==> config.mk <==
export PLATFORM = sky130hd
export DESIGN_NAME = pwmt_top
export DESIGN_NICKNAME = d
export VERILOG_FILES = /design/src/rtl/pwmt_pkg.sv /design/src/rtl/pwmt_tick.sv /design/src/rtl/pwmt_channel.sv /design/src/rtl/pwmt_top.sv
export SDC_FILE = /design/constraint.sdc
export NUM_CORES = 1
export LEC_CHECK = 0
export CAP_MARGIN = 20
export CORE_MARGIN = 4
export CORE_UTILIZATION = 30
export DETAILED_ROUTE_END_ITERATION = 7
export PLACE_DENSITY_LB_ADDON = 0.15
export SLEW_MARGIN = 5
export SYNTH_ARGS = -nofsm -noshare
export SYNTH_HDL_FRONTEND = slang
export SYNTH_SLANG_ARGS = --single-unit
==> constraint.sdc <==
create_clock -name clk -period 24.4 [get_ports clk]
set_input_delay 2.44 -clock clk [delete_from_list [all_inputs] [get_ports clk]]
set_output_delay 2.44 -clock clk [all_outputs]
set_load 0.01 [all_outputs]
==> src/rtl/pwmt_pkg.sv <==
package pwmt_pkg;

  localparam int OFFS_W   = 6;
  localparam int PSEL_W   = 3;
  localparam int NUM_CMP  = 4;

  localparam logic [OFFS_W-1:0] OFF_CTRL = 6'h00;
  localparam logic [OFFS_W-1:0] OFF_MODE = 6'h04;
  localparam logic [OFFS_W-1:0] OFF_PINC = 6'h08;
  localparam logic [OFFS_W-1:0] OFF_CNT  = 6'h14;
  localparam logic [OFFS_W-1:0] OFF_CMP0 = 6'h18;

  localparam logic [3:0] MODE_PWM = 4'd2;

  typedef enum logic [1:0] {
    PACT_KEEP = 2'd0,
    PACT_LOW  = 2'd1,
    PACT_HIGH = 2'd2,
    PACT_FLIP = 2'd3
  } pin_act_e;

  typedef enum logic [1:0] {
    EDG_RISE  = 2'd0,
    EDG_FALL  = 2'd1,
    EDG_BOTH  = 2'd2,
    EDG_BOTHX = 2'd3
  } edge_sel_e;

  typedef struct packed {
    logic       en;
    logic [1:0] idx;
  } clr_src_t;

  function automatic clr_src_t clr_decode(input logic [2:0] code);
    clr_src_t r;
    r = '0;
    case (code)
      3'd1: begin r.en = 1'b1; r.idx = 2'd0; end
      3'd2: begin r.en = 1'b1; r.idx = 2'd1; end
      3'd5: begin r.en = 1'b1; r.idx = 2'd2; end
      3'd6: begin r.en = 1'b1; r.idx = 2'd3; end
      default: r = '0;
    endcase
    return r;
  endfunction

endpackage

==> src/rtl/pwmt_tick.sv <==
module pwmt_tick
  import pwmt_pkg::*;
#(
  parameter int PSC_STEPS = 4
) (
  input  logic              clk,
  input  logic              rst_n,
  input  logic              run,
  input  logic              src_rise,
  input  logic              src_fall,
  input  logic [1:0]        edge_sel,
  input  logic [PSEL_W-1:0] psc_sel,
  output logic              tick
);

  localparam int PSC_W = 2 * (PSC_STEPS - 1);

  logic [PSC_W-1:0]  div_q, div_d;
  logic [PSC_W-1:0]  mask;
  logic [PSEL_W-1:0] sel_c;
  logic              base;

  always_comb begin
    case (edge_sel_e'(edge_sel))
      EDG_RISE: base = src_rise;
      EDG_FALL: base = src_fall;
      default:  base = src_rise | src_fall;
    endcase
  end

  always_comb begin
    sel_c = (psc_sel > PSEL_W'(PSC_STEPS - 1)) ? PSEL_W'(PSC_STEPS - 1) : psc_sel;
    mask  = PSC_W'((1 << (2 * int'(sel_c))) - 1);
  end

  assign tick = run && base && ((div_q & mask) == mask);

  always_comb begin
    if (!run)       div_d = '0;
    else if (base)  div_d = div_q + PSC_W'(1);
    else            div_d = div_q;
  end

  always_ff @(posedge clk or negedge rst_n) begin
    if (!rst_n) div_q <= '0;
    else        div_q <= div_d;
  end

endmodule

==> src/rtl/pwmt_channel.sv <==
module pwmt_channel
  import pwmt_pkg::*;
#(
  parameter int CNT_W     = 16,
  parameter int PSC_STEPS = 4
) (
  input  logic              clk,
  input  logic              rst_n,
  input  logic              run,
  input  logic              src_rise,
  input  logic              src_fall,
  input  logic              wr_en,
  input  logic [OFFS_W-1:0] wr_off,
  input  logic [CNT_W-1:0]  wr_data,
  input  logic [OFFS_W-1:0] rd_off,
  output logic [CNT_W-1:0]  rd_data,
  output logic [CNT_W-1:0]  cnt_o,
  output logic              tick_o,
  output logic              pin_o
);

  logic [7:0]       ctrl_q;
  logic [3:0]       mode_q;
  logic [2:0]       pinc_q;
  logic [CNT_W-1:0] cnt_q, cnt_d;
  logic             pin_q, pin_d;
  logic [CNT_W-1:0] cmp_q [NUM_CMP];

  logic             wr_ctrl, wr_mode, wr_pinc, wr_cnt;
  logic             tick;
  clr_src_t         clr;
  logic             at_clr, at_a, pwm_mode;

  assign wr_ctrl = wr_en && (wr_off == OFF_CTRL);
  assign wr_mode = wr_en && (wr_off == OFF_MODE);
  assign wr_pinc = wr_en && (wr_off == OFF_PINC);
  assign wr_cnt  = wr_en && (wr_off == OFF_CNT);

  pwmt_tick #(.PSC_STEPS(PSC_STEPS)) u_tick (
    .clk      (clk),
    .rst_n    (rst_n),
    .run      (run),
    .src_rise (src_rise),
    .src_fall (src_fall),
    .edge_sel (ctrl_q[4:3]),
    .psc_sel  (ctrl_q[PSEL_W-1:0]),
    .tick     (tick)
  );

  assign clr      = clr_decode(ctrl_q[7:5]);
  assign at_clr   = clr.en && (cnt_q == cmp_q[clr.idx]);
  assign at_a     = (cnt_q == cmp_q[0]);
  assign pwm_mode = (mode_q == MODE_PWM);

  // counter next state: bus load beats count step
  always_comb begin
    if (wr_cnt)      cnt_d = wr_data;
    else if (tick)   cnt_d = at_clr ? '0 : cnt_q + CNT_W'(1);
    else             cnt_d = cnt_q;
  end

  // pin next state: park load, then period restore, then compare-A action
  always_comb begin
    pin_d = pin_q;
    if (!run && wr_pinc) begin
      pin_d = wr_data[2];
    end else if (tick) begin
      if (pwm_mode && at_clr) begin
        pin_d = pinc_q[2];
      end else if (at_a) begin
        case (pin_act_e'(pinc_q[1:0]))
          PACT_LOW:  pin_d = 1'b0;
          PACT_HIGH: pin_d = 1'b1;
          PACT_FLIP: pin_d = ~pin_q;
          default:   pin_d = pin_q;
        endcase
      end
    end
  end

  always_ff @(posedge clk or negedge rst_n) begin
    if (!rst_n)       ctrl_q <= '0;
    else if (wr_ctrl) ctrl_q <= wr_data[7:0];
  end

  always_ff @(posedge clk or negedge rst_n) begin
    if (!rst_n)       mode_q <= '0;
    else if (wr_mode) mode_q <= wr_data[3:0];
  end

  always_ff @(posedge clk or negedge rst_n) begin
    if (!rst_n)       pinc_q <= '0;
    else if (wr_pinc) pinc_q <= wr_data[2:0];
  end

  always_ff @(posedge clk or negedge rst_n) begin
    if (!rst_n) begin
      cnt_q <= '0;
      pin_q <= 1'b0;
    end else begin
      cnt_q <= cnt_d;
      pin_q <= pin_d;
    end
  end

  for (genvar k = 0; k < NUM_CMP; k++) begin : g_cmp
    logic wr_k;
    assign wr_k = wr_en && (wr_off == OFF_CMP0 + OFFS_W'(4 * k));
    always_ff @(posedge clk or negedge rst_n) begin
      if (!rst_n)    cmp_q[k] <= '0;
      else if (wr_k) cmp_q[k] <= wr_data;
    end
  end

  always_comb begin
    rd_data = '0;
    case (rd_off)
      OFF_CTRL: rd_data[7:0] = ctrl_q;
      OFF_MODE: rd_data[3:0] = mode_q;
      OFF_PINC: rd_data[2:0] = pinc_q;
      OFF_CNT:  rd_data      = cnt_q;
      6'h18:    rd_data      = cmp_q[0];
      6'h1C:    rd_data      = cmp_q[1];
      6'h20:    rd_data      = cmp_q[2];
      6'h24:    rd_data      = cmp_q[3];
      default:  rd_data      = '0;
    endcase
  end

  assign cnt_o  = cnt_q;
  assign tick_o = tick;
  assign pin_o  = pin_q;

endmodule

==> src/rtl/pwmt_top.sv <==
module pwmt_top
  import pwmt_pkg::*;
#(
  parameter int NCH       = 4,
  parameter int CNT_W     = 16,
  parameter int ADDR_W    = 8,
  parameter int PSC_STEPS = 4
) (
  input  logic              clk,
  input  logic              rst_n,
  input  logic              cnt_src,
  input  logic              bus_wr,
  input  logic [ADDR_W-1:0] bus_addr,
  input  logic [CNT_W-1:0]  bus_wdata,
  output logic [CNT_W-1:0]  bus_rdata,
  output logic [NCH-1:0]    pwm_out
);

  localparam int WIN_BASE = 16;
  localparam int IDX_W    = ADDR_W - OFFS_W;

  logic [1:0]              rst_pipe_q;
  logic                    rst_sync_n;
  logic [NCH-1:0]          run_q, run_d;
  logic                    src_q;
  logic                    src_rise, src_fall;
  logic [ADDR_W-1:0]       rel_addr;
  logic [IDX_W-1:0]        win_idx;
  logic [OFFS_W-1:0]       win_off;
  logic                    in_win;
  logic [CNT_W-1:0]        ch_rd [NCH];
  logic [NCH-1:0][CNT_W-1:0] ch_cnt;
  logic [NCH-1:0]          ch_tick;

  always_ff @(posedge clk or negedge rst_n) begin
    if (!rst_n) rst_pipe_q <= '0;
    else        rst_pipe_q <= {rst_pipe_q[0], 1'b1};
  end
  assign rst_sync_n = rst_pipe_q[1];

  assign in_win   = (bus_addr >= ADDR_W'(WIN_BASE));
  assign rel_addr = bus_addr - ADDR_W'(WIN_BASE);
  assign win_idx  = rel_addr[ADDR_W-1:OFFS_W];
  assign win_off  = rel_addr[OFFS_W-1:0];

  always_comb begin
    run_d = run_q;
    if (bus_wr && (bus_addr == '0)) run_d = bus_wdata[NCH-1:0];
  end

  always_ff @(posedge clk or negedge rst_sync_n) begin
    if (!rst_sync_n) begin
      run_q <= '0;
      src_q <= 1'b0;
    end else begin
      run_q <= run_d;
      src_q <= cnt_src;
    end
  end

  assign src_rise = cnt_src & ~src_q;
  assign src_fall = ~cnt_src & src_q;

  for (genvar i = 0; i < NCH; i++) begin : g_ch
    logic hit;
    assign hit = in_win && (int'(win_idx) == i);
    pwmt_channel #(.CNT_W(CNT_W), .PSC_STEPS(PSC_STEPS)) u_ch (
      .clk      (clk),
      .rst_n    (rst_sync_n),
      .run      (run_q[i]),
      .src_rise (src_rise),
      .src_fall (src_fall),
      .wr_en    (bus_wr && hit),
      .wr_off   (win_off),
      .wr_data  (bus_wdata),
      .rd_off   (win_off),
      .rd_data  (ch_rd[i]),
      .cnt_o    (ch_cnt[i]),
      .tick_o   (ch_tick[i]),
      .pin_o    (pwm_out[i])
    );
  end

  always_comb begin
    bus_rdata = '0;
    if (bus_addr == '0)                      bus_rdata[NCH-1:0] = run_q;
    else if (in_win && int'(win_idx) < NCH)  bus_rdata = ch_rd[win_idx];
  end

endmodule

## After elaboration in Yosys (flattened, before gate mapping)

Cells that the tools add are included.

- Latch bits: 0
- Output and inout bits: 20
- Register bits after elaboration: 415
- Memories kept: 0
- ROM bits: 0
- Bits of input ports: 28
- Memory bits (writable): 0
- Logic and storage cells: 328

- Multipliers: 0
- Mux-type cells: 86
- Reduce and logical (&&, ||, !) cells: 92
- $add $sub $neg: 13
- Divide/modulo/power cells: 0
- Shift operators: 4
- Eq/ne operators: 62
- Order comparisons: 10
- Bitwise logic cells: 18

Operators with widths:

| kind | number |
|---|---|
| 16-bit two-way mux | 23 |
| 16-bit binary-select mux with 2-bit select | 5 |
| 8-bit case mux with 5 select lines | 4 |
| 16-bit == test | 8 |
| 3-bit case mux with 8 select lines | 4 |
| 4-bit case mux with 6 select lines | 4 |
| 16-bit by 1-bit adder with 16-bit output (second input constant) | 4 |
| 1-bit logical AND | 61 |
| 6-bit two-way mux | 8 |
| 3-bit case mux with 4 select lines | 4 |
| 1-bit case mux with 7 select lines | 4 |
| 6-bit by 1-bit adder with 6-bit output (second input constant) | 4 |
| 6-bit AND | 4 |
| 3-bit == test (second input constant) | 8 |
| 6-bit == test | 4 |
| 1-bit by 4-bit << shifter with 6-bit output (first input constant) | 4 |
| 6-bit by 2-bit subtractor with 6-bit output (second input constant) | 4 |
| 2-bit == test (second input constant) | 10 |
| 5-bit nonzero test | 4 |
| 2-bit by 1-bit == test with 1-bit output (second input constant) | 9 |
| 6-bit by 5-bit == test with 1-bit output (second input constant) | 3 |
| 4-bit by 2-bit == test with 1-bit output (second input constant) | 4 |
| 1-bit two-way mux | 16 |
| 2-bit nonzero test | 8 |
| other kinds (25) | 74 |

## Logic depth before layout (Yosys ltp)

- Depth after elaboration: 12
- Mapped depth: 13
- Mapped depth without buffers: 11

## Modules after synthesis

From an unflattened synthesis, not the netlist that was laid out.

- Cell total of the unflattened synthesis: 2,530
- Area total of the unflattened synthesis: 26,640.6 um2

Modules (own cells, without submodules):

| module | area each (um2) | seq. area each (um2) | times used | cells an instance |
|---|---|---|---|---|
| pwmt_channel at g_ch[0].u_ch ... | 6,062.1 | 2,402.3 | 3 | 578 |
| pwmt_channel at g_ch[3].u_ch | 5,940.7 | 2,402.3 | 1 | 530 |
| pwmt_tick | 352.8 | 150.1 | 4 | 37 |
| pwmt_top | 1,102.3 | 175.2 | 1 | 118 |

## Least setup slack after synthesis

Ideal clock, no wire load.

- Kind: input -> output
- Start point: input port bus_addr[3]
- End point: output port bus_rdata[10]
- Data arrival time: 4.480 ns
- Required time: 21.960 ns
- Stages on the path: 9
- Slack: 17.480 ns
- Buffers on the path: 4
- Cell sequence: clkbuf_1 > nor4b_2 > nand2_1 > buf_2 > buf_1 > buf_1 > o221ai_1 > o22ai_1 > o31ai_1

- Word-level cells in the longest chain between the ends: 8
- Elaborated cells between the ends (all ways): 18
- Classes of those cells: add/sub (1); order compare (1); eq/ne (5); mux (9); bitwise (1); reduce/logical (1)

Ends and longest elaborated chain:

| element | line | RTL |
|---|---|---|
| start, declared | pwmt_top.sv:13 | `input logic [ADDR_W-1:0] bus_addr,` |
| 8-bit by 5-bit subtractor with 8-bit output | pwmt_top.sv:42 | `assign rel_addr = bus_addr - ADDR_W'(WIN_BASE);` |
| 6-bit == test or 6-bit by 5-bit == test with 1-bit output (tied branches) | pwmt_channel.sv:117 | `case (rd_off)` |
| 8-bit case mux with 5 select lines | pwmt_channel.sv:117 |  |
| 16-bit binary-select mux with 2-bit select | pwmt_top.sv:87 | `else if (in_win && int'(win_idx) < NCH) bus_rdata = ch_rd[win_idx];` |
| 16-bit two-way mux (implied by the code) (2 in series) | pwmt_top.sv:87 |  |
| 16-bit two-way mux | pwmt_top.sv:87 |  |
| 12-bit two-way mux * | pwmt_top.sv:86 | `if (bus_addr == '0) bus_rdata[NCH-1:0] = run_q;` |
| end, declared | pwmt_top.sv:15 | `output logic [CNT_W-1:0] bus_rdata,` |

Every way passes the cells marked *; elsewhere a longest branch is shown, timed or not. The select of a mux whose other input is x is not followed.

## Worst setup path in the final report

- Start point: input port bus_addr[5]
- End point: output port bus_rdata[13]

The elaborated chain is that of the path after synthesis.

==> flow_summary.ini <==
[routing]
wl_met2_mm = 42.5
highest_layer = met4
routed-wl-met3_mm = 6.34
wl_per_cell_um = 26.5
first_pass_iters = 6
wl_mm = 96.6
drt_iter0_markers = 1879
drcViolationCount = 0
vias_per_cell = 5.72
wl_met1_mm = 44.7
vias = 20900
drtAntennaViolNets = 0

[critical_path]
critPathLaunch = bus_addr[5]
crit_chain = clkdlybuf4s50_1 > or3_1 > and2_1 > nor2_4 > mux2i_1 > o21ai_0 > nor2_1 > a31oi_1 > clkdlybuf4s50_1
reg2reg_to = g_ch[0].u_ch.pin_o
path_class = input pin to primary output
crit_path_start_kind = input pin
worst_r2r_path_depth = 10
r2r_start = g_ch[0].u_ch.ctrl_q[5]
crit_path_max_fanout = 34
cpPeakStageDelay_ps = 1010
r2r_slack_ps = 20050
worst_path_most_repeated_cell = clkdlybuf4s50_1
endpoint_kind = primary output
cp_slowest_cell = clkdlybuf4s50_1
cp.required_ps = 21960
arrival_ps = 7090

[timing]
relSlewSlack_pct = 23.0
min_period_over_period_pct = 39.1
setup_tns_ps = 0
fin_skew_ps = 22.7
finalSetupViolCount = 0
period_needed_ps = 9530
hold_viol = 0
fmax_mhz = 105
tightest_slew_ps = 1150
hold_slack_ps = 349
slew_violations = 0
rsz0062_at_grt = no

[global_route]
first_global_vias = 20800
grt-ovfl-total = 0
antenna_found_initial = 2
grt_pass1_wl_mm = 143
grt_max_degree = 163
grtUsageTotal_pct = 20.9

[yosys]
netlist.area_leader.share_pct = 40.1
avgSynthCellArea_um2 = 10.1
synth-seq-cells = 415
synth.distinct_cells = 82
synth_edf_count = 0
yosys_most_used_dff = dfrtp_1
syn_nets = 2601
synth.area.top_cells = dfrtp_1 40%, mux2_2 15%, mux2i_1 5.7%
yosysTopAreaCell = dfrtp_1
async_flop_share_pct = 100
postSynthCellCount = 2556
ys_seq_area_share_pct = 40.1
synth_area_um2 = 25900
yosys_warnings = 0

[min_path]
holdPathStages = 0
hold_path.class = register to register
min_from = rst_pipe_q[0]
min_to = rst_pipe_q[1]

[die]
core_area_um2 = 85400
dieArea_um2 = 91000
dieHeight_um = 302
die_x_um = 302
rows = 107
start_util_pct = 30.3
ios = 48

[power_and_ir_drop]
finalPower_mw = 1.79
power_density_nw_per_um2 = 61.7
leakage_nw = 12.5
ir_worst_vdd_mv = 0.0489

[cells_and_area]
layout.area.seq_um2 = 10400
multiInputGateArea_um2 = 14500
antennaDiodeCount = 0
nets = 2513
fin_util_pct = 33.9
drive_above_1_share_pct = 21.7
area_growth_pct = 12.0
fin_area_um2 = 29000
fill_cells = 8749

[cts]
cts_tree = built
cts_resized = 0
ctsHoldBuffers = 0
clk_pin_slew_worst_paths_ps = 60
cts_htree_levels = 2
cts_buffers = 51
post_cts_buffers = 0
insertion_delay_ps = 610
root_buffer = clkbuf_16
cts_sinks = 415
clock_path_buffers = 3

[status]
status = finished, final reports clean

[placed_design]
dp.final_hpwl_mm = 65.1
dpl_cell_area_um2 = 27300
port_buffers = 47
place_congestion = 0.876

[flow_run]
drv_cap = 0
==> worst max path at each step <==
stage	to	slack, ps	cells past startpoint
3_5_place_dp	bus_rdata[13]	15060	9
5_1_grt	bus_rdata[13]	14770	9
2_1_floorplan	g_ch[0].u_ch.cmp_q[0]	11980	0
3_3_place_gp	bus_rdata[13]	15070	9
6_report	bus_rdata[13]	14870	9
4_1_cts	bus_rdata[13]	15040	9
==> synthesized netlist by cell type (36+ instances only) <==
cell type  number
o21ai_0       120
buf_2          41
nand3_1       138
xnor2_1       107
and3_1         59
a21oi_1        82
o22ai_1        36
nand2_1       161
clkbuf_1      166
mux2i_1       148
nor2_1         92
nand4_1        41
nor4_1         57
dfrtp_1       415
mux2_2        341
==> registers in the layout (all words and copies together), names as in the netlist <==
signal and flops:
g_ch.u_ch.ctrl_q 32, rst_pipe_q 2, run_q 4, g_ch.u_ch.cmp_q 256
g_ch.u_ch.mode_q 16, src_q 1, g_ch.u_ch.pinc_q 12, g_ch.u_ch.u_tick.div_q 24
g_ch.u_ch.cnt_o 64, g_ch.u_ch.pin_o 4
==> critical path: cells and delay by family <==
kind / cells / cell delay (ps)
compound gates: 2 / 790
buf+inv: 2 / 1630
mux: 1 / 150
simple gates: 4 / 2050
==> kinds of logic after synthesis <==
family | after synthesis | synth area share (%)
other | 1 | 0.0145
AOI/OAI and AO/OA | 440 | 11.1
DFF | 415 | 40.1
muxes | 515 | 23.0
adders and majority gates | 20 | 0.938
xor gates and xnor gates | 142 | 4.83
buffers and inverters | 271 | 4.27
and+or+nand+nor | 752 | 15.7
==> routing by layer <==
metal	global-route usage [%]	vias to the layer above
met5	0	-
met4	6.35	0
met3	3.58	157
met2	32.4	726
met1	30.0	10700
li1	-	9285
==> placed cells by master, fill, tap and decap left out, types with 16 or more instances in the layout <==
master           Yosys  layout
a211oi_1            33      33
a21oi_1             82      82
a22oi_1             21      21
and2_1              26      26
and3_1              59      58
and3b_1             27      27
buf_4                5      55
clkbuf_16            0      53
clkdlybuf4s50_1      0      41
dfrtp_1            415     414
ha_1                17      17
inv_1               25      25
mux2_2             341     341
mux2i_1            148     148
mux4_2              16      16
nand2_1            161     160
nand3_1            138     137
nand4_1             41      41
nor2_1              92      91
nor2b_1             23      23
nor3_1              24      18
nor4_1              57      57
o211ai_1            18      18
o21ai_0            120     120
o221ai_1            23      23
o22ai_1             36      36
or3_1               25      25
xnor2_1            107     107
xor2_1              34      34
==> per-stage QoR <==
stage	cells	worst slack, ps
floorplan	2556	11980
global placement	3555	15070
detailed placement	3558	15060
CTS	3645	15040
global route	3646	14770
finish	3646	14870
==> where the power goes <==
| group | switching (mW) | internal [mW] |
|---|---|---|
| Clock | 0.315 | 0.474 |
| Combinational | 0.135 | 0.0943 |
| Sequential | 0.0498 | 0.720 |
| Total | 0.500 | 1.29 |
==> layout make-up <==
class                   count  area share (%)
multi-input cells        1870            49.9
flip-flops and latches    415            35.8
clock buffers              67            4.96
well taps                1144            4.94
repair buffers            105            3.17
clock inverters            20           0.889
inverters                  25           0.324
Power figures use the tool's default switching activity.
